--- src/rtl/adc_seq_pkg.sv ---
package adc_seq_pkg;

    typedef enum logic [1:0] {
        CK_DIV_A = 2'd0,
        CK_DIV_B = 2'd1,
        CK_DIV_C = 2'd2,
        CK_SLOW  = 2'd3
    } clk_src_e;

    // Bit order of this struct is the software-visible byte layout.
    typedef struct packed {
        clk_src_e   src;
        logic [2:0] chs;
        logic       go;
        logic       intsel;
        logic       en;
    } ctrl_reg_t;

    localparam int unsigned CTRL_W = $bits(ctrl_reg_t);
    localparam int unsigned NUM_DIV = 3;

    function automatic int unsigned max3(input int unsigned a, input int unsigned b,
                                         input int unsigned c);
        int unsigned m;
        m = (a > b) ? a : b;
        return (m > c) ? m : c;
    endfunction

endpackage

--- src/rtl/adc_ctl_reg.sv ---
module adc_ctl_reg
    import adc_seq_pkg::*;
(
    input  logic              clk,
    input  logic              rst,
    input  logic              wr_en,
    input  logic [CTRL_W-1:0] wr_data,
    input  logic              done_evt,
    output ctrl_reg_t         ctrl_q,
    output logic              start_evt,
    output logic              abort_evt
);
    ctrl_reg_t wd;
    ctrl_reg_t ctrl_n;

    assign wd = ctrl_reg_t'(wr_data);

    // Start needs enable already set and stays set, and no conversion running.
    assign start_evt = wr_en && ctrl_q.en && wd.en && wd.go && !ctrl_q.go;
    assign abort_evt = wr_en && ctrl_q.go && !wd.en;

    always_comb begin
        ctrl_n = ctrl_q;
        if (done_evt) begin
            ctrl_n.go = 1'b0;
        end
        if (wr_en) begin
            ctrl_n.src    = wd.src;
            ctrl_n.chs    = wd.chs;
            ctrl_n.intsel = wd.intsel;
            ctrl_n.en     = wd.en;
            if (!wd.en) begin
                ctrl_n.go = 1'b0;
            end
        end
        if (start_evt) begin
            ctrl_n.go = 1'b1;
        end
    end

    always_ff @(posedge clk) begin
        if (rst) begin
            ctrl_q <= '0;
        end else begin
            ctrl_q <= ctrl_n;
        end
    end
endmodule

--- src/rtl/adc_tick_gen.sv ---
module adc_tick_gen
    import adc_seq_pkg::*;
#(
    parameter int unsigned DIV_A = 2,
    parameter int unsigned DIV_B = 8,
    parameter int unsigned DIV_C = 32
) (
    input  logic     clk,
    input  logic     rst,
    input  logic     run,
    input  clk_src_e src,
    input  logic     slow_en,
    output logic     tick
);
    localparam int unsigned DIV_MAX = max3(DIV_A, DIV_B, DIV_C);
    localparam int unsigned CNT_W   = (DIV_MAX > 2) ? $clog2(DIV_MAX) : 1;
    localparam int unsigned DIV_TAB [NUM_DIV] = '{DIV_A, DIV_B, DIV_C};

    logic [CNT_W-1:0] cnt;
    logic [3:0]       hit;

    genvar g;
    generate
        for (g = 0; g < NUM_DIV; g++) begin : g_div
            assign hit[g] = (cnt == CNT_W'(DIV_TAB[g] - 1));
        end
    endgenerate
    assign hit[3] = slow_en;

    assign tick = run && hit[src];

    always_ff @(posedge clk) begin
        if (rst || !run || tick) begin
            cnt <= '0;
        end else begin
            cnt <= cnt + 1'b1;
        end
    end
endmodule

--- src/rtl/adc_sar_engine.sv ---
module adc_sar_engine #(
    parameter int unsigned RES_W = 8
) (
    input  logic             clk,
    input  logic             rst,
    input  logic             start,
    input  logic             abort,
    input  logic             tick,
    input  logic             cmp,
    output logic [RES_W-1:0] trial,
    output logic [RES_W-1:0] result,
    output logic             done_evt,
    output logic             done_pulse
);
    localparam int unsigned IDX_W = (RES_W > 2) ? $clog2(RES_W) : 1;
    localparam logic [RES_W-1:0] MSB_ONLY = {1'b1, {(RES_W-1){1'b0}}};

    logic [IDX_W-1:0] idx;
    logic [RES_W-1:0] code_n;
    logic             step;

    assign step     = tick && !abort;
    assign done_evt = step && (idx == '0);

    always_comb begin
        code_n      = trial;
        code_n[idx] = cmp;
        if (idx != '0) begin
            code_n[idx - 1'b1] = 1'b1;
        end
    end

    always_ff @(posedge clk) begin
        if (rst) begin
            trial      <= '0;
            idx        <= '0;
            result     <= '0;
            done_pulse <= 1'b0;
        end else begin
            done_pulse <= done_evt;
            if (start) begin
                trial <= MSB_ONLY;
                idx   <= IDX_W'(RES_W - 1);
            end else if (step) begin
                trial <= code_n;
                if (idx != '0) begin
                    idx <= idx - 1'b1;
                end else begin
                    result <= code_n;
                end
            end
        end
    end
endmodule

--- src/rtl/adc_ctrl_seq.sv ---
module adc_ctrl_seq
    import adc_seq_pkg::*;
#(
    parameter int unsigned RES_W = 8,
    parameter int unsigned DIV_A = 2,
    parameter int unsigned DIV_B = 8,
    parameter int unsigned DIV_C = 32
) (
    input  logic             clk,
    input  logic             rst,
    input  logic             wr_en,
    input  logic [7:0]       wr_data,
    input  logic             rd_addr,
    output logic [7:0]       rd_data,
    input  logic             slow_tick,
    input  logic             cmp_in,
    output logic [3:0]       chan_sel,
    output logic [RES_W-1:0] sar_code,
    output logic             conv_start,
    output logic             conv_abort,
    output logic             conv_tick,
    output logic             done_pulse
);
    ctrl_reg_t        ctrl_q;
    logic             start_evt;
    logic             abort_evt;
    logic             done_evt;
    logic             tick;
    logic [RES_W-1:0] result_w;
    logic             go_w;
    logic             en_w;

    adc_ctl_reg u_reg (
        .clk       (clk),
        .rst       (rst),
        .wr_en     (wr_en),
        .wr_data   (wr_data),
        .done_evt  (done_evt),
        .ctrl_q    (ctrl_q),
        .start_evt (start_evt),
        .abort_evt (abort_evt)
    );

    adc_tick_gen #(
        .DIV_A (DIV_A),
        .DIV_B (DIV_B),
        .DIV_C (DIV_C)
    ) u_tick (
        .clk     (clk),
        .rst     (rst),
        .run     (ctrl_q.go),
        .src     (ctrl_q.src),
        .slow_en (slow_tick),
        .tick    (tick)
    );

    adc_sar_engine #(
        .RES_W (RES_W)
    ) u_sar (
        .clk        (clk),
        .rst        (rst),
        .start      (start_evt),
        .abort      (abort_evt),
        .tick       (tick),
        .cmp        (cmp_in),
        .trial      (sar_code),
        .result     (result_w),
        .done_evt   (done_evt),
        .done_pulse (done_pulse)
    );

    always_ff @(posedge clk) begin
        if (rst) begin
            conv_start <= 1'b0;
            conv_abort <= 1'b0;
        end else begin
            conv_start <= start_evt;
            conv_abort <= abort_evt;
        end
    end

    assign go_w      = ctrl_q.go;
    assign en_w      = ctrl_q.en;
    assign conv_tick = tick;
    assign chan_sel  = {ctrl_q.intsel, ctrl_q.chs};
    assign rd_data   = rd_addr ? 8'(result_w) : 8'(ctrl_q);
endmodule

--- config.mk ---
export PLATFORM = sky130hd
export DESIGN_NAME = adc_ctrl_seq
export DESIGN_NICKNAME = d
export VERILOG_FILES = /design/src/rtl/adc_seq_pkg.sv /design/src/rtl/adc_ctl_reg.sv /design/src/rtl/adc_tick_gen.sv /design/src/rtl/adc_sar_engine.sv /design/src/rtl/adc_ctrl_seq.sv
export SDC_FILE = /design/constraint.sdc
export NUM_CORES = 1
export LEC_CHECK = 0
export BUFFER_PORTS_ARGS = -buffer_cell sky130_fd_sc_hd__buf_2
export CAP_MARGIN = 20
export CELL_PAD_IN_SITES_DETAIL_PLACEMENT = 0
export CELL_PAD_IN_SITES_GLOBAL_PLACEMENT = 1
export CORE_MARGIN = 5
export CORE_UTILIZATION = 40
export CTS_CLUSTER_DIAMETER = 30
export CTS_CLUSTER_SIZE = 8
export DETAILED_ROUTE_END_ITERATION = 7
export PLACE_DENSITY_LB_ADDON = 0.08
export SLEW_MARGIN = 15
export SYNTH_ARGS = -nofsm -noshare
export SYNTH_HDL_FRONTEND = slang
export SYNTH_SLANG_ARGS = --single-unit
--- constraint.sdc ---
create_clock -name clk -period 2.6 [get_ports clk]
set_input_delay 0.13 -clock clk [delete_from_list [all_inputs] [get_ports clk]]
set_output_delay 0.13 -clock clk [all_outputs]
set_load 0.05 [all_outputs]
==> results of run 1 <==
state kept, by name, summed over array words and instances (netlist names):
name              flops
u_sar.result          8
conv_start            1
u_tick.cnt            5
conv_abort            1
u_reg.ctrl_q          8
u_sar.idx             3
u_sar.trial           8
u_sar.done_pulse      1
cells in the final DEF, fill, tap and decap left out, types with 3 or more instances in the layout:
cell type,instances
nand2_1,19
a21oi_1,12
ha_1,5
nor3_1,3
a22oi_1,4
dfxtp_1,35
mux2_2,8
nor2b_1,3
mux2i_1,16
o21ai_0,4
buf_2,37
nor2_1,28
o211ai_1,4
inv_1,8
clkbuf_8,5
power groups by stage:
stage	sequential, W	clock [W]	combinational [W]
after floorplan	0.000564	0	0.0000840
after global routing	0.000555	0.000400	0.000116
after detailed placement	0.000566	0	0.000108
after global placement	0.000565	0	0.000108
final	0.000554	0.000366	0.000107
after CTS	0.000554	0.000377	0.000108
worst paths after layout:
check / from / depth (start not counted) / endpoint / slack (ns)
setup / recovery: u_tick.cnt[0] / 8 / u_sar.trial[7] / 0.52
hold / removal: wr_data[6] / 3 / u_reg.ctrl_q[6] / 0.08
setup reg to reg: u_tick.cnt[0] / 8 / u_sar.trial[7] / 0.52
hold reg to reg: u_sar.result[6] / 2 / u_sar.result[6] / 0.46
metrics by stage:
stage | setup WS, ns | hold slack (ns) | utilization | area, um^2 | total power, W
global route | 0.356 | 0.0785 | 0.473 | 2080 | 0.00107
detailed placement | 0.546 | 0.370 | 0.457 | 2000 | 0.000674
CTS | 0.537 | 0.0670 | 0.473 | 2080 | 0.00104
floorplan | 0.289 | 0.277 | - | 1820 | 0.000648
finish | 0.515 | 0.0793 | 0.473 | 2080 | 0.00103
global placement | 0.564 | 0.363 | 0.457 | 2000 | 0.000673
cell type report:
type	count	area (um^2)
multi-input cells	145	1010
fillers	422	2310
flip-flops and latches	35	701
clock buffers	6	72.6
well taps	52	65.1
repair buffers	39	200
inverters	8	30.0
synthesized netlist by cell type (2+ instances only):
cell	instances	area (um^2)
o31ai_1	2	15.0
a21oi_1	12	60.1
dfxtp_1	35	701
xnor2_1	2	17.5
nand3_1	2	10.0
a31oi_1	2	12.5
a32oi_1	2	17.5
clkbuf_1	6	22.5
mux2_2	8	90.1
nand2_1	19	71.3
inv_1	8	30.0
nor3_1	3	15.0
o211ai_1	4	30.0
nand4_1	2	12.5
and3_1	2	12.5
nor3b_1	2	15.0
nor2b_1	3	18.8
a22oi_1	4	30.0
buf_4	4	30.0
mux2i_1	16	160
o21ai_0	4	20.0
ha_1	5	62.6
nor2_1	28	105
a211oi_1	2	15.0
buf_2	5	25.0
logic make-up (layout without fill, tap and decap cells):
| logic type | after synthesis | in the layout | synth area share |
|---|---|---|---|
| multiplexers | 25 | 25 | 0.146 |
| buffers and inverters | 23 | 53 | 0.0593 |
| flip-flops | 35 | 35 | 0.386 |
| AO/OA/AOI/OAI | 42 | 42 | 0.169 |
| adder cells (fa/ha/maj) | 5 | 5 | 0.0345 |
| AND/OR/NAND/NOR | 70 | 70 | 0.191 |
| XOR/XNOR | 3 | 3 | 0.0145 |
metal layers:
metal / up-vias / GRT usage
met4: 0 / 0.0412
met1: 700 / 0.194
met3: 6 / 0.0521
met5: - / 0
li1: 761 / -
met2: 27 / 0.224
critical path: cells and delay by family, from the launching register on:
kind                       cells  cell delay, ns
and+or+nand+nor                4            0.63
adders and majority gates      2            0.42
DFF                            1            0.34
AOI/OAI and AO/OA              1            0.30
muxes                          1            0.29
==> Implementation_results.wiki, run 1 <==
{| class="wikitable"
! Metric !! Value
|-
| Antenna violation net count after detailed routing || 0
|-
| Count of final hold-check violations || 0
|-
| Clock-pin transition on the worst setup and hold timing paths || 0.07 ns
|-
| Die area || 0.00599 mm^2
|-
| IO Count || 38
|-
| Final estimated routing congestion in global placement || 0.809
|-
| Layout cell share with drive strength beyond 1 || 0.262
|-
| Final standard cell count with taps included and fillers excluded || 285
|-
| Critical path fanouts, max || 11
|-
| CP Capture Type || register
|-
| Clk buf depth || 2
|-
| Launching element type of the critical path || register
|-
| Via count of the first global-routing pass || 1392
|-
| Count of antenna diodes in the layout || 0
|-
| Tot GR Track Use || 0.146
|-
| Clock latency on the worst-skew pair || 0.28 ns
|-
| Total global routing overflow || 0
|-
| Yosys synthesis warning count || 0
|-
| Clock tree from TritonCTS || done
|-
| Hold WC Path Type || primary input to register
|-
| Sequential area share after synthesis || 0.386
|-
| Worst-case headroom to the max-slew limit || 0.655
|-
| TNS Setup || 0 ns
|-
| Post-synth net total || 222
|-
| # Max-Cap Violations || 0
|-
| Count of clock tree sinks || 35
|-
| Post-detailed-placement half-perimeter wirelength || 3180 um
|-
| Die Ht || 77.4 um
|-
| Vias || 1494
|-
| Detailed-route vias per instance || 5.24
|-
| Reg power frac || 0.539
|-
| Number of max-slew violations in the final report || 0
|-
| First drt pass iteration count || 4
|-
| Setup skew after layout || 0.00426 ns
|-
| Clock period minus final worst setup slack || 2.08 ns
|-
| Die width || 77.4 um
|-
| Met1 wire length || 2060 um
|-
| CP max stage delay || 0.34 ns
|-
| Clock Power Share || 0.356
|-
| Endpoints failing setup || 0
|-
| Synth-to-Final Area Change || 14.3%
|-
| DR top layer || met4
|-
| Async S/R FF share, synth || 0
|-
| Number of port buffers || 37
|-
| Number of antenna violations at the first check in global routing || 0
|-
| Root cell of the clock tree || clkbuf_8
|-
| Worst Setup Path Type || register to register
|-
| RSZ-0062 raised after global routing || false
|-
| Proportion of power drawn by combinational gates || 0.105
|-
| Switching power || 0.000268 W
|-
| Initial Utilization || 0.414
|-
| Synth cell types || 46
|-
| Status || finished, final reports clean
|-
| H-tree Lvls || 2
|-
| Post-synthesis cell count || 203
|-
| Wirelength per Cell || 15.0 um
|-
| Slowest CP cell || dfxtp_1
|-
| Number of buffers inserted for hold repair after clock tree synthesis || 0
|-
| Area of the core region || 0.00438 mm^2
|-
| Post_cts resized || 0
|-
| Overall routed net length || 4280 um
|-
| Post-CTS setup-driven buffer insertion count || 0
|-
| Period Utilization, post-route || 0.802
|-
| CP Data Required Time || 2.78 ns
|-
| Met2 WL post-DR || 1960 um
|-
| Largest net degree at the start of global routing || 22
|-
| Number of synthesized flops with an enable pin || 0
|-
| Total clock buffers created by CTS || 5
|-
| Wire length of the first global-routing pass || 7020 um
|-
| Critical Path, Cell by Cell || ha_1 -> and3_1 -> ha_1 -> mux2_4 -> nand4_4 -> nand2_1 -> o31ai_1 -> nor2_1
|-
| Switching share of total power || 0.261
|-
| Leak pwr || 0.881 nW
|-
| Row count || 24
|-
| Internal || 0.000758 W
|-
| Mean instance size in the synthesized netlist || 8.94 um^2
|-
| Worst endpoint data arrival time || 2.26 ns
|-
| Placed cells || 279
|-
| Routed length on met3 || 201 um
|-
| Final net count || 253
|-
| Synthesized area || 0.00182 mm^2
|-
| Synth Flop Type || dfxtp_1
|-
| Library cell appearing most often on the critical path || ha_1
|-
| DRT iter0 DRCs || 40
|-
| Number of storage elements in the synthesis netlist || 35
|-
| Maximum vdd ir drop || 0.000315 V
|-
| Transition time at the pin with the least slew margin || 0.516 ns
|-
| DRC violations left || 0
|-
| Highest clock rate || 0.480 GHz
|-
| Power density cells || 495 mW/mm^2
|}
No activity file was read; power rests on OpenSTA's default activity.
==> run 2, diff against run 1 <==
ABC_AREA = 1   (was default)
CORE_UTILIZATION = 35   (was 40)
clock period = 1.7 ns   (was 2.6 ns; I/O delays follow)
==> Implementation_results.wiki, run 2 <==
{| class="wikitable"
! Metric !! Value
|-
| Synth-to-Final Area Change || 30.8%
|-
| Die Ht || 82.0 um (+6.0%)
|-
| Hold endpoint || u_reg.ctrl_q[4]
|-
| Overall routed net length || 4520 um (+5.7%)
|-
| H-tree Lvls || 2 (unchanged)
|-
| Final estimated routing congestion in global placement || 0.759 (-6.1%)
|-
| Synthesized area || 0.00181 mm^2 (about the same)
|-
| Clk buf depth || 2 (unchanged)
|-
| Post-detailed-placement half-perimeter wirelength || 3380 um (+6.6%)
|-
| CP Capture Type || register
|-
| Met1 wire length || 2140 um (+4.1%)
|-
| Cell depth of the worst min-delay path || 3 (unchanged)
|-
| Met2 WL post-DR || 2090 um (+6.6%)
|-
| Reg power frac || 0.466 (-0.073)
|-
| Row count || 26 (+8.3%)
|-
| Clock-pin transition on the worst setup and hold timing paths || 0.07 ns (about the same)
|-
| Setup skew after layout || 0.00477 ns (+0.000510 ns)
|-
| Die width || 82.0 um (+6.0%)
|-
| Clock period minus final worst setup slack || 1.73 ns (-0.350 ns)
|-
| Root cell of the clock tree || clkbuf_8
|-
| Layout cell share with drive strength beyond 1 || 0.343 (+0.0815)
|-
| Worst Setup Slack, final || -0.0348 ns (-0.550 ns)
|-
| DR top layer || met4
|-
| Number of synthesized flops with an enable pin || 0 (unchanged)
|-
| First drt pass iteration count || 4 (unchanged)
|-
| Mean instance size in the synthesized netlist || 7.41 um^2 (-17%)
|-
| Synth top area share || 0.386 (about the same)
|-
| Number of port buffers || 37 (unchanged)
|-
| Status || finished with violations
|-
| Total clock buffers created by CTS || 5 (unchanged)
|-
| # Max-Cap Violations || 0 (unchanged)
|-
| Highest clock rate || 0.576 GHz (+20%)
|-
| Transition time at the pin with the least slew margin || 0.301 ns (-0.215 ns)
|-
| Top-count cell post-synth || nand2_1
|-
| Switching power || 0.000446 W (+66%)
|-
| DRT iter0 DRCs || 78 (+95%)
|-
| Worst-case headroom to the max-slew limit || 0.799 (+0.144)
|-
| Fillers || 547 (+30%)
|-
| Most frequent cells in the layout || nand2_1 (61), buf_2 (36), dfxtp_1 (33)
|-
| Tot GR Track Use || 0.145 (-0.00140)
|-
| Synth cell types || 37 (-20%)
|-
| Antenna violation net count after detailed routing || 0 (unchanged)
|-
| Worst setup slack for register-to-register paths || -0.03 ns (-0.55 ns)
|-
| Launching element type of the critical path || register
|-
| DRC violations left || 0 (unchanged)
|-
| Initial Utilization || 0.357 (-0.0566)
|-
| Worst endpoint data arrival time || 1.91 ns (-0.35 ns)
|-
| Switching share of total power || 0.248 (-0.0138)
|-
| Synth Flop Type || dfxtp_1
|-
| Proportion of power drawn by combinational gates || 0.100 (-0.005)
|-
| Vias || 1682 (+13%)
|-
| Clock Power Share || 0.434 (+0.078)
|-
| TNS Setup || -0.0989 ns (-0.0989 ns)
|-
| Post-synthesis cell count || 245 (+21%)
|-
| Detailed-route vias per instance || 4.55 (-13%)
|-
| Count of antenna diodes in the layout || 0 (unchanged)
|-
| Placed cells || 357 (+28%)
|-
| Clock latency on the worst-skew pair || 0.28 ns (about the same)
|-
| Yosys synthesis warning count || 0 (unchanged)
|-
| Top flop regs || u_reg.ctrl_q x8, u_sar.result x8, u_sar.trial x8
|-
| Number of storage elements in the synthesis netlist || 35 (unchanged)
|-
| Wirelength per Cell || 12.2 um (-19%)
|-
| Number of antenna violations at the first check in global routing || 0 (unchanged)
|-
| Hold WC Path Type || primary input to register
|-
| Number of cells on the worst reg-to-reg path || 14 (+6)
|-
| Maximum vdd ir drop || 0.000303 V (-3.6%)
|-
| Final standard cell count with taps included and fillers excluded || 370 (+30%)
|-
| RSZ-0062 raised after global routing || true
|-
| Async S/R FF share, synth || 0 (unchanged)
|-
| Overall Power || 0.00180 W (+76%)
|-
| Synth area leader || dfxtp_1
|-
| Leak pwr || 0.998 nW (+13%)
|-
| Internal || 0.00136 W (+79%)
|-
| Number of buffers inserted for hold repair after clock tree synthesis || 0 (unchanged)
|-
| IO Count || 38 (unchanged)
|-
| Number of max-slew violations in the final report || 0 (unchanged)
|-
| Ranking of synthesized cells by area || dfxtp_1 (39%), nand2_1 (14%), a21oi_1 (5.5%), o21ai_0 (5.5%), inv_1 (4.6%)
|-
| Final core area utilization || 0.468 (-0.00576)
|-
| Startpoint of the most critical hold path || wr_data[4]
|-
| Via count of the first global-routing pass || 1590 (+14%)
|-
| Most numerous cell types in the synthesized netlist || nand2_1 (66), dfxtp_1 (35), inv_1 (22)
|-
| CP Data Required Time || 1.88 ns (-0.90 ns)
|-
| Largest net degree at the start of global routing || 17 (-23%)
|-
| Sequential area share after synthesis || 0.386 (about the same)
|-
| Endpoints failing setup || 6 (+6)
|-
| Routed length on met3 || 219 um (+9.0%)
|-
| Count of clock tree sinks || 35 (unchanged)
|-
| Failing checks || negative setup slack
|-
| Power density cells || 759 mW/mm^2 (+53%)
|-
| Start of the worst register-to-register path || u_tick.cnt[0]
|-
| Clock tree from TritonCTS || done
|-
| Most common cell after layout, fill and taps aside || nand2_1
|-
| FF-to-FF End || u_sar.idx[0]
|-
| Die area || 0.00672 mm^2 (+12%)
|-
| Critical path fanouts, max || 5 (-6)
|-
| Wire length of the first global-routing pass || 7390 um (+5.2%)
|-
| Post-synth net total || 264 (+19%)
|-
| Count of final hold-check violations || 0 (unchanged)
|-
| Final net count || 318 (+26%)
|-
| Period Utilization, post-route || 1.02 (+0.219)
|-
| Worst Setup Path Type || register to register
|-
| Area of the core region || 0.00507 mm^2 (+16%)
|-
| Total global routing overflow || 0 (unchanged)
|}
-- run 2: cell types whose count changed after synthesis, sizes merged, moves of 3 or more --
cell,delta
inv,+20
o21bai,+3
nor2,-12
o21ai,+16
nand2,+51
a22oi,-4
buf,-3
mux2i,-16
nand3,+16
a21oi,+11
nor2b,-3
mux2,-9
-- run 2: worst max-delay path by stage --
stage	depth (start not counted)	from	end	slack, ns
final	14	u_tick.cnt[0]	u_sar.idx[0]	-0.03
after floorplan	14	u_tick.cnt[1]	u_sar.idx[0]	0.01
after detailed placement	13	u_tick.cnt[1]	u_sar.result[0]	-0.11
after CTS	14	u_tick.cnt[0]	u_sar.idx[0]	-0.1
after global placement	13	u_tick.cnt[1]	u_sar.result[7]	-0.06
after global routing	13	u_tick.cnt[0]	u_sar.result[5]	-0.15
-- run 2: cell families (layout without fill, tap and decap cells) --
family / count (synthesis) / after routing / share of synthesized area
AO/OA/AOI/OAI: 56 / 56 / 0.181
flip-flops: 35 / 35 / 0.386
AND/OR/NAND/NOR: 109 / 110 / 0.294
adder cells (fa/ha/maj): 5 / 5 / 0.0345
XOR/XNOR: 1 / 1 / 0.00483
buffers and inverters: 39 / 93 / 0.0986
-- run 2: final cells by class --
cell class                      instances  area (um^2)  area share
Clock buffer                            6         82.6      0.0348
Tap cell                               70         87.6      0.0369
Inverter                               29          116      0.0490
Clock inverter                          2         35.0      0.0148
Sequential cell                        35          703       0.296
Multi-Input combinational cell        172         1000       0.423
Timing Repair Buffer                   56          345       0.145
-- run 2: per-stage QoR --
step                area, um^2  hold slack [ns]  worst slack (ns)
CTS                       2330           0.0670           -0.0953
finish                    2370           0.0724           -0.0348
global placement          2140            0.362           -0.0625
floorplan                 1820            0.276            0.0147
detailed placement        2140            0.372            -0.109
global route              2370           0.0778            -0.151
-- run 2: worst max-delay path: stages, from the launching register on --
cell	delay, ns
dfxtp_2	0.35
ha_4	0.15
nand2_4	0.05
nor2_4	0.10
ha_4	0.13
inv_2	0.03
nor2_2	0.08
nor2_2	0.06
nor2_4	0.11
nand3_4	0.16
buf_6	0.18
nand2_8	0.06
nand2_2	0.05
nand2_2	0.06
a21oi_2	0.05
-- run 2: metal layers --
layer	vias to the layer above	track usage
met5	-	0
li1	897	-
met1	749	0.170
met3	5	0.0362
met4	0	0.0498
met2	31	0.253
-- run 2: power groups by stage --
stage	sequential (W)	combinational [W]	clock [W]
after global routing	0.000843	0.000196	0.000844
final	0.000841	0.000180	0.000782
after global placement	0.000860	0.000180	0
after CTS	0.000840	0.000181	0.000808
after detailed placement	0.000859	0.000179	0
after floorplan	0.000862	0.000130	0
-- run 2: what timing repair did --
action,in CTS,in global routing
resized for setup,15,8
gates cloned,1,0
pin swaps,1,1
endpoints found under the hold margin,0,0
endpoints found under the setup margin,22,24
setup buffers,3,1
